## src/rtl/hfl_pkg.sv

```systemverilog
package hfl_pkg;

    localparam int LIM_W_DEF  = 16;
    localparam int DATA_W_DEF = 8;

    typedef enum logic {
        FS_IDLE  = 1'b0,
        FS_FRAME = 1'b1
    } fstate_e;

    typedef struct packed {
        logic long_f;
        logic err_f;
    } rpt_flags_t;

    typedef struct packed {
        logic open_f;
        logic take_f;
        logic close_f;
    } frame_evt_t;

endpackage

```

## src/rtl/hfl_frame_ctl.sv

```systemverilog
module hfl_frame_ctl
    import hfl_pkg::*;
(
    input  logic       clk,
    input  logic       rst,
    input  logic       sof_i,
    input  logic       byte_vld_i,
    input  logic       eof_i,
    input  logic       err_i,
    output frame_evt_t evt_o,
    output logic       in_frame_o
);

    fstate_e state_q;
    fstate_e state_d;

    always_comb begin
        evt_o   = '0;
        state_d = state_q;
        case (state_q)
            FS_IDLE: begin
                if (sof_i) begin
                    evt_o.open_f = 1'b1;
                    state_d      = FS_FRAME;
                end
            end
            FS_FRAME: begin
                evt_o.take_f  = byte_vld_i;
                evt_o.close_f = eof_i | err_i;
                if (eof_i | err_i) begin
                    state_d = FS_IDLE;
                end
            end
            default: state_d = FS_IDLE;
        endcase
    end

    always_ff @(posedge clk) begin
        if (rst) begin
            state_q <= FS_IDLE;
        end else begin
            state_q <= state_d;
        end
    end

    assign in_frame_o = (state_q == FS_FRAME);

endmodule

```

## src/rtl/hfl_len_track.sv

```systemverilog
module hfl_len_track #(
    parameter int LIM_W = 16,
    parameter int LEN_W = LIM_W + 1
) (
    input  logic             clk,
    input  logic             rst,
    input  logic             open_i,
    input  logic             take_i,
    input  logic [LIM_W-1:0] lim_i,
    output logic             room_o,
    output logic             long_q_o,
    output logic [LIM_W-1:0] lim_q_o,
    output logic [LEN_W-1:0] len_nxt_o,
    output logic             long_nxt_o
);

    logic [LIM_W-1:0] rem_q;
    logic [LIM_W-1:0] rem_nxt;
    logic             long_q;
    logic [LIM_W-1:0] lim_q;

    assign room_o = (rem_q != '0);

    always_comb begin
        rem_nxt    = rem_q;
        long_nxt_o = long_q;
        if (take_i) begin
            if (room_o) begin
                rem_nxt = rem_q - LIM_W'(1);
            end else begin
                long_nxt_o = 1'b1;
            end
        end
        if (long_nxt_o) begin
            len_nxt_o = LEN_W'(lim_q) + LEN_W'(1);
        end else begin
            len_nxt_o = LEN_W'(lim_q - rem_nxt);
        end
    end

    always_ff @(posedge clk) begin
        if (rst) begin
            rem_q  <= '0;
            lim_q  <= '0;
            long_q <= 1'b0;
        end else if (open_i) begin
            rem_q  <= lim_i;
            lim_q  <= lim_i;
            long_q <= 1'b0;
        end else begin
            rem_q  <= rem_nxt;
            long_q <= long_nxt_o;
        end
    end

    assign long_q_o = long_q;
    assign lim_q_o  = lim_q;

endmodule

```

## src/rtl/hfl_byte_gate.sv

```systemverilog
module hfl_byte_gate #(
    parameter int DATA_W = 8
) (
    input  logic              clk,
    input  logic              rst,
    input  logic              take_i,
    input  logic              room_i,
    input  logic [DATA_W-1:0] byte_i,
    output logic              vld_o,
    output logic [DATA_W-1:0] byte_o
);

    always_ff @(posedge clk) begin
        if (rst) begin
            vld_o  <= 1'b0;
            byte_o <= '0;
        end else begin
            vld_o <= take_i & room_i;
            if (take_i & room_i) begin
                byte_o <= byte_i;
            end
        end
    end

endmodule

```

## src/rtl/hfl_report.sv

```systemverilog
module hfl_report
    import hfl_pkg::*;
#(
    parameter int LEN_W = 17
) (
    input  logic             clk,
    input  logic             rst,
    input  logic             close_i,
    input  logic [LEN_W-1:0] len_i,
    input  rpt_flags_t       flags_i,
    output logic             vld_o,
    output logic [LEN_W-1:0] len_o,
    output rpt_flags_t       flags_o
);

    always_ff @(posedge clk) begin
        if (rst) begin
            vld_o   <= 1'b0;
            len_o   <= '0;
            flags_o <= '0;
        end else begin
            vld_o <= close_i;
            if (close_i) begin
                len_o   <= len_i;
                flags_o <= flags_i;
            end
        end
    end

endmodule

```

## src/rtl/hdlc_frame_len_guard.sv

```systemverilog
module hdlc_frame_len_guard
    import hfl_pkg::*;
#(
    parameter int LIM_W  = LIM_W_DEF,
    parameter int DATA_W = DATA_W_DEF,
    localparam int LEN_W = LIM_W + 1
) (
    input  logic              clk,
    input  logic              rst,
    input  logic              sof_i,
    input  logic              byte_vld_i,
    input  logic [DATA_W-1:0] byte_i,
    input  logic              eof_i,
    input  logic              err_i,
    input  logic [LIM_W-1:0]  limit_i,
    output logic              out_vld_o,
    output logic [DATA_W-1:0] out_byte_o,
    output logic              rpt_vld_o,
    output logic [LEN_W-1:0]  rpt_len_o,
    output logic              rpt_long_o,
    output logic              rpt_err_o
);

    frame_evt_t       evt;
    logic             in_frame;
    logic             room;
    logic             long_q;
    logic [LIM_W-1:0] lim_q;
    logic [LEN_W-1:0] len_nxt;
    logic             long_nxt;
    rpt_flags_t       flags_in;
    rpt_flags_t       flags_out;

    hfl_frame_ctl u_ctl (
        .clk        (clk),
        .rst        (rst),
        .sof_i      (sof_i),
        .byte_vld_i (byte_vld_i),
        .eof_i      (eof_i),
        .err_i      (err_i),
        .evt_o      (evt),
        .in_frame_o (in_frame)
    );

    hfl_len_track #(.LIM_W(LIM_W), .LEN_W(LEN_W)) u_len (
        .clk        (clk),
        .rst        (rst),
        .open_i     (evt.open_f),
        .take_i     (evt.take_f),
        .lim_i      (limit_i),
        .room_o     (room),
        .long_q_o   (long_q),
        .lim_q_o    (lim_q),
        .len_nxt_o  (len_nxt),
        .long_nxt_o (long_nxt)
    );

    hfl_byte_gate #(.DATA_W(DATA_W)) u_gate (
        .clk    (clk),
        .rst    (rst),
        .take_i (evt.take_f),
        .room_i (room),
        .byte_i (byte_i),
        .vld_o  (out_vld_o),
        .byte_o (out_byte_o)
    );

    always_comb begin
        flags_in.long_f = long_nxt;
        flags_in.err_f  = err_i;
    end

    hfl_report #(.LEN_W(LEN_W)) u_rpt (
        .clk     (clk),
        .rst     (rst),
        .close_i (evt.close_f),
        .len_i   (len_nxt),
        .flags_i (flags_in),
        .vld_o   (rpt_vld_o),
        .len_o   (rpt_len_o),
        .flags_o (flags_out)
    );

    assign rpt_long_o = flags_out.long_f;
    assign rpt_err_o  = flags_out.err_f;

endmodule

```

## config.mk

```make
export PLATFORM = sky130hd
export DESIGN_NAME = hdlc_frame_len_guard
export DESIGN_NICKNAME = d
export VERILOG_FILES = /design/src/rtl/hfl_pkg.sv /design/src/rtl/hfl_frame_ctl.sv /design/src/rtl/hfl_len_track.sv /design/src/rtl/hfl_byte_gate.sv /design/src/rtl/hfl_report.sv /design/src/rtl/hdlc_frame_len_guard.sv
export SDC_FILE = /design/constraint.sdc
export NUM_CORES = 1
export LEC_CHECK = 0
export ABC_AREA = 1
export ABC_CLOCK_PERIOD_IN_PS = 10100
export BUFFER_PORTS_ARGS = -buffer_cell sky130_fd_sc_hd__buf_2
export CAP_MARGIN = 30
export CORE_ASPECT_RATIO = 1.1
export CORE_UTILIZATION = 50
export DETAILED_ROUTE_END_ITERATION = 10
export GPL_TIMING_DRIVEN = 0
export PLACE_DENSITY_LB_ADDON = 0.12
export SLEW_MARGIN = 10
export SYNTH_ARGS = -nofsm -noshare
export SYNTH_HDL_FRONTEND = slang
export SYNTH_SLANG_ARGS = --single-unit
```

## constraint.sdc

```tcl
create_clock -name clk -period 10.1 [get_ports clk]
set_input_delay 1.01 -clock clk [delete_from_list [all_inputs] [get_ports clk]]
set_output_delay 1.01 -clock clk [all_outputs]
set_load 0.02 [all_outputs]
```

* After elaboration in Yosys (flattened, before gate mapping) *
Index checks and enable logic that the tools add are counted.

storage, ports and cells
  input bits = 30
  register bits after elaboration = 63
  output and inout bits = 29
  word-level logic and storage cells = 29

operators by class
  muxes and demuxes = 11
  bitwise operators = 3
  reduce and logical (&&, ||, !) cells = 2
  add/subtract/negate cells = 3

operators with widths
  operator                                                               count
  16-bit two-way mux                                                     3
  16-bit by 1-bit adder with 17-bit output (second input constant)       1
  17-bit two-way mux                                                     1
  16-bit by 16-bit subtractor with 17-bit output                         1
  16-bit nonzero test                                                    1
  16-bit by 1-bit subtractor with 16-bit output (second input constant)  1
  1-bit two-way mux                                                      5
  2-bit two-way mux                                                      1
  1-bit one-hot mux with 2 select lines                                  1
  2-bit OR reduction                                                     1
  1-bit bitwise AND                                                      1
  1-bit NOT                                                              1
  1-bit bitwise OR                                                       1

* Longest topological paths before layout *
  depth in word-level cells = 5
  mapped depth = 26

* Hierarchy *
A second synthesis with hierarchy kept.

unflattened totals
  cells, all modules = 662
  area total of the unflattened synthesis = 4247.8 um^2

by module, submodules not included
  module         area an instance (um^2)  sequential area each (um^2)  times used  cells an instance
  hfl_len_track  3021.6                   660.6                        1           475
  hfl_report     804.5                    400.4                        1           123
  hfl_byte_gate  360.3                    180.2                        1           53
  hfl_frame_ctl  61.3                     20.0                         1           11

* Least setup slack after synthesis *
No wires, ideal clock.

  path kind = input port to flip-flop
  from = input byte_vld_i
  to = register u_rpt.len_o[13]
  data required time = 9.972 ns
  arrival time = 3.675 ns
  slack = 6.297 ns
  stages = 21
  path buffers = 0
  setup time = 0.128 ns
  cell sequence = nand2_1 inv_1 nand2_4 clkinv_1 nand2_1 nand2_2 ha_1 nand3_1 nor2_1 nand2_2 nor2_2 nand2_2 o21ai_0 a21oi_1 ha_1 nand2_1 o21ai_0 a21oi_1 o21ai_0 xnor2_1 a21oi_1

between the ends
  cells in the longest elaborated chain, start to end = 4
  elaborated cells on any way between the ends = 5
  those cells by class = add/sub: 1; mux: 4

ends and longest elaborated chain
  item                                            line                        text
  start: declaration                              hdlc_frame_len_guard.sv:11  input logic byte_vld_i,
  2-bit two-way mux *                             hfl_frame_ctl.sv:20         case (state_q)
  16-bit two-way mux                              hfl_len_track.sv:27         if (take_i) begin
  16-bit by 16-bit subtractor with 17-bit output  hfl_len_track.sv:37         len_nxt_o = LEN_W'(lim_q - rem_nxt);
  17-bit two-way mux *                            hfl_len_track.sv:34         if (long_nxt_o) begin
  end signal: assignment                          hfl_report.sv:24            len_o <= len_i;
  end: declaration                                hfl_report.sv:12            output logic [LEN_W-1:0] len_o,

Every way passes the cells marked *; elsewhere a longest branch is shown, timed or not.
A chain may end at the register's enable or synchronous reset.

* Worst setup path after layout *
  from = register u_len.rem_q[0]
  to = register u_rpt.len_o[9]

between the ends
  cells in the longest elaborated chain, start to end = 5
  elaborated cells on any way between the ends = 8
  those cells by class = add/sub: 2; mux: 5; reduce/logical: 1

ends and longest elaborated chain
  item                                                                                         line                                      text
  start: declaration                                                                           hfl_len_track.sv:17                       logic [LIM_W-1:0] rem_q;
  start signal: assignment                                                                     hfl_len_track.sv:47                       rem_q <= lim_i;
  start signal: assignment                                                                     hfl_len_track.sv:51                       rem_q <= rem_nxt;
  16-bit by 1-bit subtractor with 16-bit output / 16-bit nonzero test (equally long branches)  hfl_len_track.sv:29, hfl_len_track.sv:22
  16-bit two-way mux                                                                           hfl_len_track.sv:28                       if (room_o) begin
  16-bit two-way mux                                                                           hfl_len_track.sv:27
  16-bit by 16-bit subtractor with 17-bit output                                               hfl_len_track.sv:37
  17-bit two-way mux *                                                                         hfl_len_track.sv:34

Marked as above.

==> impl_metrics.json <==
{
  "status": "finished clean",
  "grt_pass1_wl_um": 17300,
  "vias_per_cell": 5.14,
  "critPathLaunchType": "flip-flop",
  "die_area_mm2": 0.00809,
  "antenna_left": 0,
  "drive_gt1_share_pct": 16.8,
  "yosysSeqAreaShare_pct": 32.6,
  "die_h_um": 94.2,
  "core_area_mm2": 0.00747,
  "yosys_warnings": 0,
  "seqPwrFrac_pct": 33.7,
  "end_kind": "flip-flop",
  "combPwrFrac_pct": 38.2,
  "fin_util_pct": 60.3,
  "crit_arrival_ns": 4.64,
  "start_util_pct": 51.7,
  "cts_buffers": 9,
  "syn_nets": 629,
  "mostFrequentLayoutCells": "nand2_1 (113), o21ai_0 (78), inv_1 (76)",
  "switching_power_mw": 0.326,
  "fin_area_mm2": 0.00451,
  "grt_pass1_vias": 3842,
  "cts_hold_buf": 0,
  "gp_congestion": 0.886,
  "drtIter0Drc": 310,
  "grt_max_degree": 12,
  "h-tree-depth": 3,
  "relSlewSlack_pct": 55.0,
  "antenna_found_initial": 0,
  "cts_resized": 0,
  "port_buffers": 58,
  "power_density_mw_per_mm2": 187,
  "die_w_um": 85.9,
  "fmax_mhz": 227,
  "synthCells": 580,
  "syn_area_mm2": 0.00387,
  "path_clk_slew_ns": 0.07,
  "worstSetupPathType": "flip-flop to flip-flop",
  "leakagePower_nw": 2.26,
  "swShare_pct": 38.7,
  "finalClockSkew_ns": 0.0134,
  "netlist.area_leader.share_pct": 32.6,
  "maxCapViolCount": 0,
  "post-route-period-util_pct": 43.6,
  "clock-root-buffer": "clkbuf_8",
  "route.detailed.drc": 0,
  "critPathRequiredTime_ns": 10.33,
  "report.final.setup_viol": 0,
  "hold_viol": 0,
  "cpMostUsedCell": "inv_1",
  "clock_sinks": 63,
  "clk_latency_ns": 0.35,
  "crit_chain": "inv_1 > ha_1 > nand2_2 > nor2_4 > nand2_4 > buf_6 > o21ai_1 > inv_1 > buf_6 > nand2_1 > inv_1 > ha_1 > nand2_1 > o21ai_0 > a21oi_1 > o21ai_0 > inv_1 > o21ai_0 > xor2_1 > o21ai_0 > inv_1",
  "slew_viol_final": 0,
  "fin_nets": 698,
  "antenna-diode-count": 0,
  "dpl_cell_area_mm2": 0.00429,
  "overflow": 0,
  "finalSetupTns_ns": 0,
  "cts_tree": "done",
  "min_period_ns": 4.41,
  "synth_cell_types": 36,
  "tightestPinTransition_ns": 0.668,
  "critical_path.max_stage_delay_ns": 0.48,
  "track_usage_pct": 27.4,
  "hp-class": "flip-flop to flip-flop",
  "synth.largest_area_cell": "dfxtp_1",
  "dp.final_hpwl_um": 7970,
  "clkPwrFrac_pct": 28.1,
  "cpMaxStageDelayCell": "o21ai_0",
  "vias": 3905,
  "cp_max_fo": 10,
  "area_growth_pct": 16.5,
  "wire_per_inst_um": 13.4,
  "netlist_top_cells_area": "dfxtp_1 (33%), nand2_1 (11%), o21ai_0 (10%)",
  "fillers": 711,
  "drt_wl_total_um": 10200,
  "power_mw": 0.842,
  "clk_path_buf_depth": 2,
  "synth-seq-cells": 63,
  "final_common_cell": "nand2_1",
  "row_count": 33,
  "dr.pass1.iters": 5,
  "syn_avg_cell_area_um2": 6.67,
  "num_io_pins": 59,
  "post_cts_buffers": 0,
  "vdd_drop_max_v": 0.000121,
  "p_int_mw": 0.516,
  "rsz0062_at_grt": "no"
}
## power groups by stage
stage          logic, mW  registers, mW  clock network, mW
6_report           0.322          0.284              0.236
5_1_grt            0.365          0.287              0.249
4_1_cts            0.320          0.284              0.237
3_5_place_dp       0.317          0.289                  0
3_3_place_gp       0.312          0.288                  0
2_1_floorplan      0.232          0.300                  0
## registers in the layout (all words and copies together) (netlist names)
signal,flops
u_ctl.in_frame_o,1
u_gate.byte_o,8
u_gate.vld_o,1
u_len.lim_q_o,16
u_len.long_q_o,1
u_len.rem_q,16
u_rpt.flags_o,2
u_rpt.len_o,17
u_rpt.vld_o,1
## synthesized netlist by cell type
cell type and count:
nand2_1 113, o21ai_0 78, inv_1 76, nor2_1 66, dfxtp_1 63, nand3_1 50, a21oi_1 34, ha_1 18
clkbuf_1 11, nor2_2 7, xor2_1 7, nand2_2 6, nand3_2 5, nand2_4 4, nor2_4 4, o21ai_1 4
xnor2_1 4, buf_6 3, nand4_1 3, nor3_1 3, o21a_1 3, a21oi_2 2, a31oi_1 2, clkinv_1 2
a211oi_1 1, buf_2 1, fa_1 1, inv_2 1, nand3b_1 1, nor3_2 1, nor4_1 1, o211ai_1 1
o21bai_1 1, o221ai_1 1, or2_2 1, xor2_2 1
## cell families (layout without fill, tap and decap cells)
| kind of cell | after synthesis | after routing | share of synthesized area (%) |
|---|---|---|---|
| DFF | 63 | 63 | 32.6 |
| xor gates and xnor gates | 12 | 12 | 2.91 |
| buffers and inverters | 94 | 168 | 9.74 |
| adders and majority gates | 19 | 19 | 6.34 |
| AOI/OAI and AO/OA | 127 | 127 | 17.2 |
| and+or+nand+nor | 265 | 265 | 31.2 |
## path summary, 6_finish.rpt
check                    from                to  slack [ns]  cells past startpoint
max            u_len.rem_q[0]    u_rpt.len_o[9]        5.69                     21
min          u_len.lim_q_o[6]  u_len.lim_q_o[6]        0.48                      2
max reg2reg    u_len.rem_q[0]    u_rpt.len_o[9]        5.69                     21
min reg2reg  u_len.lim_q_o[6]  u_len.lim_q_o[6]        0.48                      2
## routing by layer
layer / part of all wire, % / vias to the layer above / GRT usage [%] / wire length, um
met2: 47 / 132 / 46.2 / 4760
li1: - / 2024 / - / -
met3: 5.9 / 23 / 5.45 / 597
met1: 45 / 1726 / 32.6 / 4550
met5: 0 / - / 0 / 0
met4: 2.6 / 0 / 14.9 / 261
## per-stage QoR
step / worst slack (ns) / hold WS, ns / std cells
global route: 5.27 / 0.497 / 759
finish: 5.69 / 0.479 / 759
global placement: 5.54 / 0.458 / 743
floorplan: 6.30 / 0.450 / 580
detailed placement: 5.51 / 0.467 / 743
CTS: 5.76 / 0.482 / 759
## critical path, delay by kind of cell, from the launching register on
family | cells | cell delay, ns
AOI/OAI and AO/OA | 6 | 1.73
buffers and inverters | 7 | 1.05
and+or+nand+nor | 5 | 0.54
adders and majority gates | 2 | 0.48
DFF | 1 | 0.34
xor gates and xnor gates | 1 | 0.12
## cell type report
cell class / count / area [um2] / area share, %
inverters: 79 / 297 / 6.58
clock buffers: 12 / 165 / 3.66
well taps: 105 / 131 / 2.92
plain buffers: 15 / 80.1 / 1.78
repair buffers: 58 / 290 / 6.44
clock inverters: 4 / 52.6 / 1.17
flip-flops and latches: 63 / 1260 / 28.0
multi-input cells: 423 / 2230 / 49.5
Note: power is estimated with default switching activity, not from simulation.
